===== src/rtl/tmr_pkg.sv =====
package tmr_pkg;

    // byte-address bits taken by one channel's register window
    localparam int unsigned TMR_WIN_LOG2 = 6;

    typedef enum logic [5:0] {
        OFF_STAT = 6'h00,
        OFF_VAL  = 6'h04,
        OFF_CTL  = 6'h10,
        OFF_CFG  = 6'h20,
        OFF_PRE  = 6'h24,
        OFF_INIT = 6'h28
    } tmr_off_e;

    typedef struct packed {
        logic irq_en;
        logic cnt_en;
    } tmr_cfg_t;

    typedef struct packed {
        logic run;
        logic hold;
    } tmr_ctl_t;

    // reset request wins over start request
    function automatic tmr_ctl_t ctl_decode(input logic rst_bit, input logic go_bit);
        tmr_ctl_t c;
        c.hold = rst_bit;
        c.run  = go_bit & ~rst_bit;
        return c;
    endfunction

endpackage


===== src/rtl/tmr_prescaler.sv =====
module tmr_prescaler #(
    parameter int unsigned DW = 32
) (
    input  logic          clk,
    input  logic          rst,
    input  logic          clr,
    input  logic          en,
    input  logic [DW-1:0] div,
    output logic          tick
);
    logic [DW-1:0] phase_q;

    // ">=" keeps the divider from stalling if div is lowered mid-period
    assign tick = en && (phase_q >= div);

    always_ff @(posedge clk) begin
        if (rst || clr) begin
            phase_q <= '0;
        end else if (en) begin
            phase_q <= tick ? '0 : phase_q + DW'(1);
        end
    end
endmodule


===== src/rtl/tmr_channel.sv =====
module tmr_channel
    import tmr_pkg::*;
#(
    parameter int unsigned DW = 32
) (
    input  logic                    clk,
    input  logic                    rst,
    input  logic                    wr_en,
    input  logic [TMR_WIN_LOG2-1:0] off,
    input  logic [DW-1:0]           wdata,
    output logic [DW-1:0]           rdata,
    output logic                    irq
);
    logic [DW-1:0] count_q, init_q, pre_q;
    tmr_cfg_t      cfg_q;
    tmr_ctl_t      ctl_q;
    logic          flag_q;
    logic          wr_stat, wr_ctl, wr_cfg, wr_pre, wr_init;
    logic          advance, wrap, stat_clr;

    assign wr_stat  = wr_en && (off == OFF_STAT);
    assign wr_ctl   = wr_en && (off == OFF_CTL);
    assign wr_cfg   = wr_en && (off == OFF_CFG);
    assign wr_pre   = wr_en && (off == OFF_PRE);
    assign wr_init  = wr_en && (off == OFF_INIT);
    assign stat_clr = wr_stat && wdata[0];

    tmr_prescaler #(.DW(DW)) u_pre (
        .clk  (clk),
        .rst  (rst),
        .clr  (wr_ctl),
        .en   (ctl_q.run && cfg_q.cnt_en),
        .div  (pre_q),
        .tick (advance)
    );

    assign wrap = advance && (count_q == '1);

    always_ff @(posedge clk) begin
        if (rst) begin
            count_q <= '0;
            init_q  <= '0;
            pre_q   <= '0;
            cfg_q   <= '0;
            ctl_q   <= '0;
            flag_q  <= 1'b0;
        end else begin
            if (wr_cfg)  cfg_q  <= tmr_cfg_t'(wdata[1:0]);
            if (wr_pre)  pre_q  <= wdata;
            if (wr_init) init_q <= wdata;

            if (wr_ctl) begin
                ctl_q <= ctl_decode(wdata[0], wdata[1]);
                if (wdata[0])      count_q <= '0;
                else if (wdata[1]) count_q <= init_q;
            end else if (advance) begin
                count_q <= wrap ? init_q : count_q + DW'(1);
            end

            if (wrap)          flag_q <= 1'b1;
            else if (stat_clr) flag_q <= 1'b0;
        end
    end

    assign irq = flag_q & cfg_q.irq_en;

    always_comb begin
        case (off)
            OFF_STAT: rdata = {{(DW-1){1'b0}}, flag_q};
            OFF_VAL:  rdata = count_q;
            OFF_CTL:  rdata = {{(DW-2){1'b0}}, ctl_q};
            OFF_CFG:  rdata = {{(DW-2){1'b0}}, cfg_q};
            OFF_PRE:  rdata = pre_q;
            OFF_INIT: rdata = init_q;
            default:  rdata = '0;
        endcase
    end

    AST_HOLD_ZERO: assert property (@(posedge clk) disable iff (rst)
        ctl_q.hold |-> count_q == '0);

    AST_STEP_ONE: assert property (@(posedge clk) disable iff (rst)
        advance && !wrap && !wr_ctl |=> count_q == $past(count_q) + DW'(1));

    AST_WRAP_RELOAD: assert property (@(posedge clk) disable iff (rst)
        wrap && !wr_ctl |=> (count_q == $past(init_q)) && flag_q);

    AST_FLAG_STICKY: assert property (@(posedge clk) disable iff (rst)
        flag_q && !stat_clr |=> flag_q);

    AST_WRAP_BEATS_CLEAR: assert property (@(posedge clk) disable iff (rst)
        wrap && stat_clr |=> flag_q);

    AST_FROZEN: assert property (@(posedge clk) disable iff (rst)
        !(ctl_q.run && cfg_q.cnt_en) && !wr_ctl |=> $stable(count_q));

endmodule


===== src/rtl/tmr_bank.sv =====
module tmr_bank
    import tmr_pkg::*;
#(
    parameter  int unsigned NCH = 3,
    parameter  int unsigned DW  = 32,
    localparam int unsigned IW  = (NCH > 1) ? $clog2(NCH) : 1,
    localparam int unsigned AW  = IW + TMR_WIN_LOG2
) (
    input  logic           clk,
    input  logic           rst,
    input  logic           wr_en,
    input  logic [AW-1:0]  addr,
    input  logic [DW-1:0]  wr_data,
    output logic [DW-1:0]  rd_data,
    output logic [NCH-1:0] irq
);
    logic [IW-1:0]  ch_idx;
    logic [NCH-1:0] wsel;
    logic [DW-1:0]  ch_rd [NCH];

    assign ch_idx = addr[AW-1:TMR_WIN_LOG2];

    always_comb begin
        wsel    = '0;
        rd_data = '0;
        for (int i = 0; i < NCH; i++) begin
            if (ch_idx == IW'(i)) begin
                wsel[i] = wr_en;
                rd_data = ch_rd[i];
            end
        end
    end

    for (genvar g = 0; g < NCH; g++) begin : g_ch
        tmr_channel #(.DW(DW)) u_ch (
            .clk   (clk),
            .rst   (rst),
            .wr_en (wsel[g]),
            .off   (addr[TMR_WIN_LOG2-1:0]),
            .wdata (wr_data),
            .rdata (ch_rd[g]),
            .irq   (irq[g])
        );
    end

    AST_UNMAPPED_ZERO: assert property (@(posedge clk) disable iff (rst)
        (int'(ch_idx) >= NCH) |-> rd_data == '0);

endmodule


===== config.mk =====
export PLATFORM = sky130hd
export DESIGN_NAME = tmr_bank
export DESIGN_NICKNAME = d
export VERILOG_FILES = /design/src/rtl/tmr_pkg.sv /design/src/rtl/tmr_prescaler.sv /design/src/rtl/tmr_channel.sv /design/src/rtl/tmr_bank.sv
export SDC_FILE = /design/constraint.sdc
export NUM_CORES = 1
export LEC_CHECK = 0
export BUFFER_PORTS_ARGS = -buffer_cell sky130_fd_sc_hd__buf_2
export CORE_ASPECT_RATIO = 0.9
export CORE_UTILIZATION = 40
export DETAILED_ROUTE_END_ITERATION = 16
export GPL_ROUTABILITY_DRIVEN = 0
export PLACE_DENSITY = 0.63
export SETUP_SLACK_MARGIN = 0.1
export SYNTH_ARGS = -nofsm -noshare
export SYNTH_HDL_FRONTEND = slang
export SYNTH_HIERARCHICAL = 1
export SYNTH_SLANG_ARGS = --single-unit

===== constraint.sdc =====
create_clock -name clk -period 7.1 [get_ports clk]
set_input_delay 1.065 -clock clk [delete_from_list [all_inputs] [get_ports clk]]
set_output_delay 1.065 -clock clk [all_outputs]
set_load 0.02 [all_outputs]

* Word level (Yosys, flattened, before mapping)
Cells that the tools add are included.
** Word-level totals
- Bits in registers :: 399
- Input bits :: 43
- Output and inout port bits :: 35
** Cells by class
- $add $sub $neg :: 6
- Magnitude comparators :: 3
- Equal/unequal tests :: 13
- Mux-type cells :: 33
- Bitwise operators :: 5
- Reduce and logical (&&, ||, !) cells :: 41
** Operators with widths (count)
- $mux 32 :: 21
- $pmux 32 s6 :: 3
- $add 32x1->32 const B :: 6
- $eq 32x32->1 const B :: 3
- $ge 32x32->1 :: 3
- $logic_and 1x1->1 :: 27
- $eq 6x6->1 const B :: 3
- $reduce_bool 2->1 :: 6
- $mux 1 :: 9
- $ne 3x3->1 const B :: 3
- $eq 6x3->1 const B :: 1
- $eq 6x5->1 const B :: 1
- $logic_not 6->1 :: 1
- $reduce_and 2->1 :: 3
- $and 1x1->1 :: 4
- $logic_or 1x1->1 :: 3
- $eq 2x1->1 const B :: 1
- $eq 2x2->1 const B :: 1
- $logic_not 2->1 :: 1
- $not 1->1 :: 1

* Depth between registers and ports, before layout
Gate-level depths: netlist of the first run.
- Depth in word-level cells :: 6
- Mapped depth :: 16
- Gate-level depth less buffers :: 13

* By module
Netlist of the first run, hierarchy kept.
** By module, submodules not included
- tmr_channel :: instances 3, cells an instance 723, area each 5434.0 µm², sequential area each 2021.9 µm²
- tmr_prescaler :: instances 3, cells an instance 288, area each 2477.4 µm², sequential area each 640.6 µm²
- tmr_bank :: instances 1, cells an instance 81, area each 889.6 µm², sequential area each 0.0 µm²

* Worst setup path before layout of the first run
Ideal clock, no wire load.
- Kind :: input to output
- From :: input port addr[5]
- To :: output port rd_data[10]
- Arrival :: 2721 ps
- Setup slack :: 3314 ps
- Stages on the path :: 9
- Path through :: clkbuf_1 > and3b_1 > and2_1 > clkbuf_1 > clkbuf_1 > nand2_1 > o21ai_0 > mux2i_1 > o2bb2ai_1
** RTL lines
- start: declaration :: line tmr_bank.sv:12 : input logic [AW-1:0] addr,
- end: declaration :: line tmr_bank.sv:14 : output logic [DW-1:0] rd_data,

==> metrics.txt, run 1 <==
die span in y=237 um; post-layout util=44.6%; CTS tree=built; All-Layer GR Usage=27.2%; Critical Path End=rd_data[0]; WS Path Type=in -> out; beginning of the critical path=addr[4]; outcome=completed; internal power=3830 uW; Placed Cells=3790; Worst Max-Slew Pin Slew=1280 ps; Yosys cell types=78; R2R Setup Slk=2710 ps; Reg clk slew, reported paths=60 ps; initial core utilization=40.8%; metal2 WL=36500 um; area growth from synthesis to layout=9.12%; Yosys reg bits=399; area leader, netlist=dfxtp_1; Final setup viols=0; Min Hold Slack=470 ps; PwrDens=188 nW/um^2; wire per inst=22.6 um; leak pwr=0.00916 uW; Post-synth EDFFs=0; postcts setup bufs=0; predominant post-synthesis flop cell=dfxtp_1; worst vdd ir=0.000191 V; fin crit share=69.7%; Mapped Area=24600 um^2; clk buf depth=3; Post-Route WL=87600 um; Syn Inst Count=3114; syn_nets=3259; Max Cap Viol=0; post-CTS resize count=0; I/O Buffers=77; Iteration-0 DRC Markers=2641; number of global-route vias before repair=20894; final hold vios=0; drc violations=0; Hold WC Path Type=reg -> reg; IO Pins=78; Register-to-Register Path Depth=13; fraction of layout cells with a size suffix above 1=11.1%; average vias per placed instance=6.04; Met3 Wirelength=8350 um; clock network power share=51.5%; Core Area=60300 um^2; initial antenna violation count=1; reg2reg start=g_ch[0].u_ch/pre_q[14]; via count=23400; # clock sinks=399; Critical Path End Type=primary output; post-DP HPWL=62100 um; DRT Pass-1 Iters=5; combinational share of power=4.0%; Cell Count, Final, Fillers Out=3874; Synth top area share=32.4%; CP max FO=31; startpoint types=input pin; Worst R2R End=g_ch[0].u_ch/count_q[4]; # fillers=6018; Layout Nets=3200; largest net degree at the start of global routing=118; fin crit period=4950 ps; DR top layer=met4; clock latency on the worst-skew pair=630 ps; Worst EP arrival=3880 ps; Seq/Total Area, Yosys=32.4%; Root Driver=clkbuf_16; unrepaired setup endpoints after global routing=false; Synth Warn #=6; worst endpoint required time=6030 ps; Slew Viols, Final=0; top cells by area, synth=dfxtp_1 32%, nand2_1 9.3%, a21oi_1 6.4%; Post-CTS Hold Buffers=0; Die Area=62600 um^2; fmax=202 MHz; sw frac=24.1%; site row count=85; Die X=264 um; setup_tns=0 ps; sequential power share=44.5%; total net switching power=1210 uW; overflow left after global routing=0; first-pass GRT wire length=132000 um; mean area per synthesized cell=7.91 um^2; Metal-1 WL=39200 um; asr flop ratio synth=0%; Final Skew=50.7 ps; H-tree Lvls=2; Num CTS Buffers=46; remaining antenna violation count=0; slew margin rel.=14.3%
-- per-layer routing --
| metal | GRT usage (%) | up-vias |
|---|---|---|
| met5 | 0 | - |
| met4 | 11.0 | 0 |
| met3 | 4.84 | 193 |
| met2 | 39.4 | 1113 |
| met1 | 39.3 | 11099 |
| li1 | - | 10995 |
-- worst min-delay path by stage --
| stage | cells after the start | slack (ps) | to | from |
|---|---|---|---|---|
| 3_3_place_gp | 2 | 460 | g_ch[1].u_ch/init_q[12] | g_ch[1].u_ch/init_q[12] |
| 4_1_cts | 2 | 470 | g_ch[2].u_ch/flag_q | g_ch[2].u_ch/flag_q |
| 6_report | 2 | 470 | g_ch[2].u_ch/pre_q[18] | g_ch[2].u_ch/pre_q[18] |
| 2_1_floorplan | 2 | 440 | g_ch[0].u_ch/flag_q | g_ch[0].u_ch/flag_q |
| 5_1_grt | 2 | 490 | g_ch[2].u_ch/flag_q | g_ch[2].u_ch/flag_q |
| 3_5_place_dp | 2 | 460 | g_ch[1].u_ch/flag_q | g_ch[1].u_ch/flag_q |
-- cell type report --
cell class | count | area (um^2) | share of cell area [%]
sequential | 399 | 7990 | 29.7
tap | 783 | 980 | 3.65
timing repair buffer | 115 | 699 | 2.60
clock inverter | 21 | 292 | 1.08
antenna | 1 | 2.50 | 0.00931
multi-input combinational | 2361 | 15100 | 56.1
inverter | 132 | 499 | 1.86
clock buffer | 62 | 1340 | 5.00
-- cells in the mapped netlist (all sizes together), types with 35 or more instances --
master / count
o2bb2ai: 35
and3: 48
nand3: 78
xnor2: 72
buf: 68
nor4: 120
nor2: 130
nand2: 607
a21oi: 318
nand4: 72
inv: 129
dfxtp: 399
o21ai: 174
ha: 102
xor2: 57
nor3: 90
mux2i: 125
clkbuf: 151
-- worst max-delay path, cell delays in order --
cell and delay, ps:
buf_2 220, nor3_1 310, nand3b_1 930, nor2_1 460, a222oi_1 170, nand2_1 160, mux2i_1 80, o2bb2ai_1 250
buf_2 210
-- sequential cells by signal (all words and copies together), names as in the netlist --
signal and flops:
g_ch.u_ch/count_q 96, g_ch.u_ch/pre_q 96, g_ch.u_ch/flag_q 3, g_ch.u_ch/ctl_q 6, g_ch.u_ch/u_pre/phase_q 96, g_ch.u_ch/cfg_q 6, g_ch.u_ch/init_q 96
-- per-stage QoR --
step	worst slack, ps	area, um^2	total power, uW
after floorplan	3310	24600	2400
after global placement	2330	25200	2490
after detailed placement	2290	25200	2490
after CTS	2280	26900	5070
after global routing	2070	26900	5180
final	2150	26900	5040
-- logic make-up after synthesis --
group           Yosys count  synth area share [%]
simple gates           1262                  26.1
mux                     143                  5.90
compound gates          725                  19.2
fa+ha+maj               102                  5.18
flops                   399                  32.4
xor+xnor                129                  4.59
buf+inv                 354                  6.64
-- power groups by stage --
stage	Sequential [uW]	Clock, uW	Combinational, uW
detailed placement	2290	0	193
global route	2240	2730	203
CTS	2240	2630	193
floorplan	2290	0	107
finish	2240	2600	200
global placement	2290	0	193
-- placed cells by master (no fill, tap or decap), types with 15 or more instances in the layout --
cell,instances
clkbuf_16,47
a221oi_1,27
nor4_1,84
and3_1,48
nand4_1,69
nand3_1,70
a21oi_1,315
ha_1,102
inv_1,129
buf_4,37
mux2i_1,125
xor2_1,57
and4_1,18
nor4_2,30
nor3_1,87
nand3b_1,15
o21ai_0,171
a211oi_1,24
o2bb2ai_1,15
nand2_1,607
buf_2,75
mux2_2,18
o2bb2ai_2,20
nor2_1,127
dfxtp_1,399
xnor2_1,72
o22ai_1,15
a31oi_1,21
No activity file was read; power rests on OpenSTA's default activity.
==> run 2: changes to the inputs <==
Settings changed: PLACE_DENSITY 0.63 to 0.65.
Clock period 7.1 ns to 4.03 ns, I/O delays scaled along.
==> run 2 against run 1 <==
Effect of this change:
- die area did not move
- critical endpoint is now g_ch[2].u_ch/count_q[25]
- worst setup slack got worse by 1800 ps
- first-iteration DRC count rose by 8.9%
- power rose by 71%
==> metrics.txt, run 2 (synthesized netlist as in run 1, its figures left out) <==
outcome=completed; Min Hold Slack=352 ps; Critical Path End Type=register; PwrDens=318 nW/um^2; Num CTS Buffers=46; Final Skew=53.9 ps; DRT Pass-1 Iters=8; post-layout util=45.1%; most common cell after layout, fill and taps aside=nand2_1; leak pwr=0.00939 uW; fin crit period=3680 ps; setup_tns=0 ps; worst endpoint required time=4510 ps; wire per inst=22.0 um; All-Layer GR Usage=26.7%; drc violations=0; average vias per placed instance=6.00; most frequent cells in the layout=607 x nand2_1, 399 x dfxtp_1, 315 x a21oi_1; overflow left after global routing=0; largest net degree at the start of global routing=107; final hold vios=0; Slew Viols, Final=0; H-tree Lvls=2; Hold WC Path Type=in -> reg; post-DP HPWL=61700 um; Final setup viols=0; startpoint types=register; die span in y=237 um; WS Path Type=reg -> reg; # clock sinks=399; via count=23474; Reg clk slew, reported paths=60 ps; fin crit share=91.2%; Die X=264 um; clock latency on the worst-skew pair=630 ps; CP max FO=10; Root Driver=clkbuf_16; Cell Count, Final, Fillers Out=3915; site row count=85; number of global-route vias before repair=20800; Core Area=60300 um^2; fmax=272 MHz; remaining antenna violation count=0; Placed Cells=3831; initial antenna violation count=2; Iteration-0 DRC Markers=2876; first-pass GRT wire length=131000 um; worst vdd ir=0.000330 V; Worst EP arrival=4160 ps; clk buf depth=3; Post-CTS Hold Buffers=0; area growth from synthesis to layout=10.5%; Layout Nets=3242; IO Pins=78; I/O Buffers=77; Post-Route WL=86100 um; fraction of layout cells with a size suffix above 1=12.2%; slew margin rel.=34.3%; initial core utilization=40.8%; CTS tree=built; unrepaired setup endpoints after global routing=false; Die Area=62600 um^2; Worst Max-Slew Pin Slew=977 ps; Max Cap Viol=0
## run 2: changes by cell type in the layout (fill, tap and decap cells not counted), moves of 2 or more
cell | previous run | this run
clkinv_2 | 11 | 13
nand3_2 | 5 | 3
buf_12 | 1 | 12
bufinv_16 | 6 | 2
clkinvlp_4 | 4 | 1
nand3_1 | 70 | 72
buf_4 | 37 | 67
clkbuf_8 | 11 | 15
## run 2: per-layer routing
| layer | GRT usage (%) | routed length [um] | vias up |
|---|---|---|---|
| met4 | 9.53 | 2790 | 0 |
| met3 | 6.02 | 9190 | 164 |
| li1 | - | - | 11097 |
| met1 | 39.0 | 38500 | 11104 |
| met5 | 0 | 0 | - |
| met2 | 37.9 | 35600 | 1109 |
## run 2: cell type report
type | instances | area, um^2
fill | 5948 | 33100
multi-input combinational | 2361 | 15100
sequential | 399 | 7990
clock buffer | 66 | 1380
timing repair buffer | 157 | 1160
tap | 783 | 980
inverter | 132 | 499
clock inverter | 16 | 163
antenna | 1 | 2.50
## run 2: what timing repair did
action                                 4_1_cts  5_1_grt
buffers inserted                             0        1
endpoints found under the hold margin        0        0
setup endpoints to repair                    0        2
gates resized for setup                      0        1
## run 2: metrics by stage
step / power, uW / area [um^2] / worst slack [ps]
4_1_cts: 8690 / 27200 / 396
5_1_grt: 8860 / 27200 / 108
2_1_floorplan: 4230 / 24600 / 431
3_5_place_dp: 4400 / 25700 / 414
6_report: 8650 / 27200 / 354
3_3_place_gp: 4400 / 25700 / 465
## run 2: worst max-delay path, stage by stage (launching register included)
cell and delay, ps:
dfxtp_1 350, inv_1 60, ha_1 310, nand4_1 210
or2_2 370, a2111oi_2 370, o41ai_2 180, a21oi_4 200
and4_1 260, and4_1 300, nand3_4 190, o21ai_4 250
buf_4 180, a211oi_1 80, nor4_1 250
## run 2: final timing paths
path / startpoint / to / slack [ps] / cells after the start
worst max register to register: g_ch[2].u_ch/pre_q[14] / g_ch[2].u_ch/count_q[25] / 350 / 14
worst max-delay path: g_ch[2].u_ch/pre_q[14] / g_ch[2].u_ch/count_q[25] / 350 / 14
worst min register to register: g_ch[0].u_ch/pre_q[11] / g_ch[0].u_ch/pre_q[11] / 470 / 2
worst min-delay path: wr_data[24] / g_ch[2].u_ch/pre_q[24] / 350 / 3
## run 2: power by group
part | switching (uW) | total [uW] | internal (uW)
sequential | 5.05 | 3950 | 3950
combinational | 282 | 370 | 88.1
clock | 1820 | 4320 | 2500
total | 2110 | 8650 | 6540
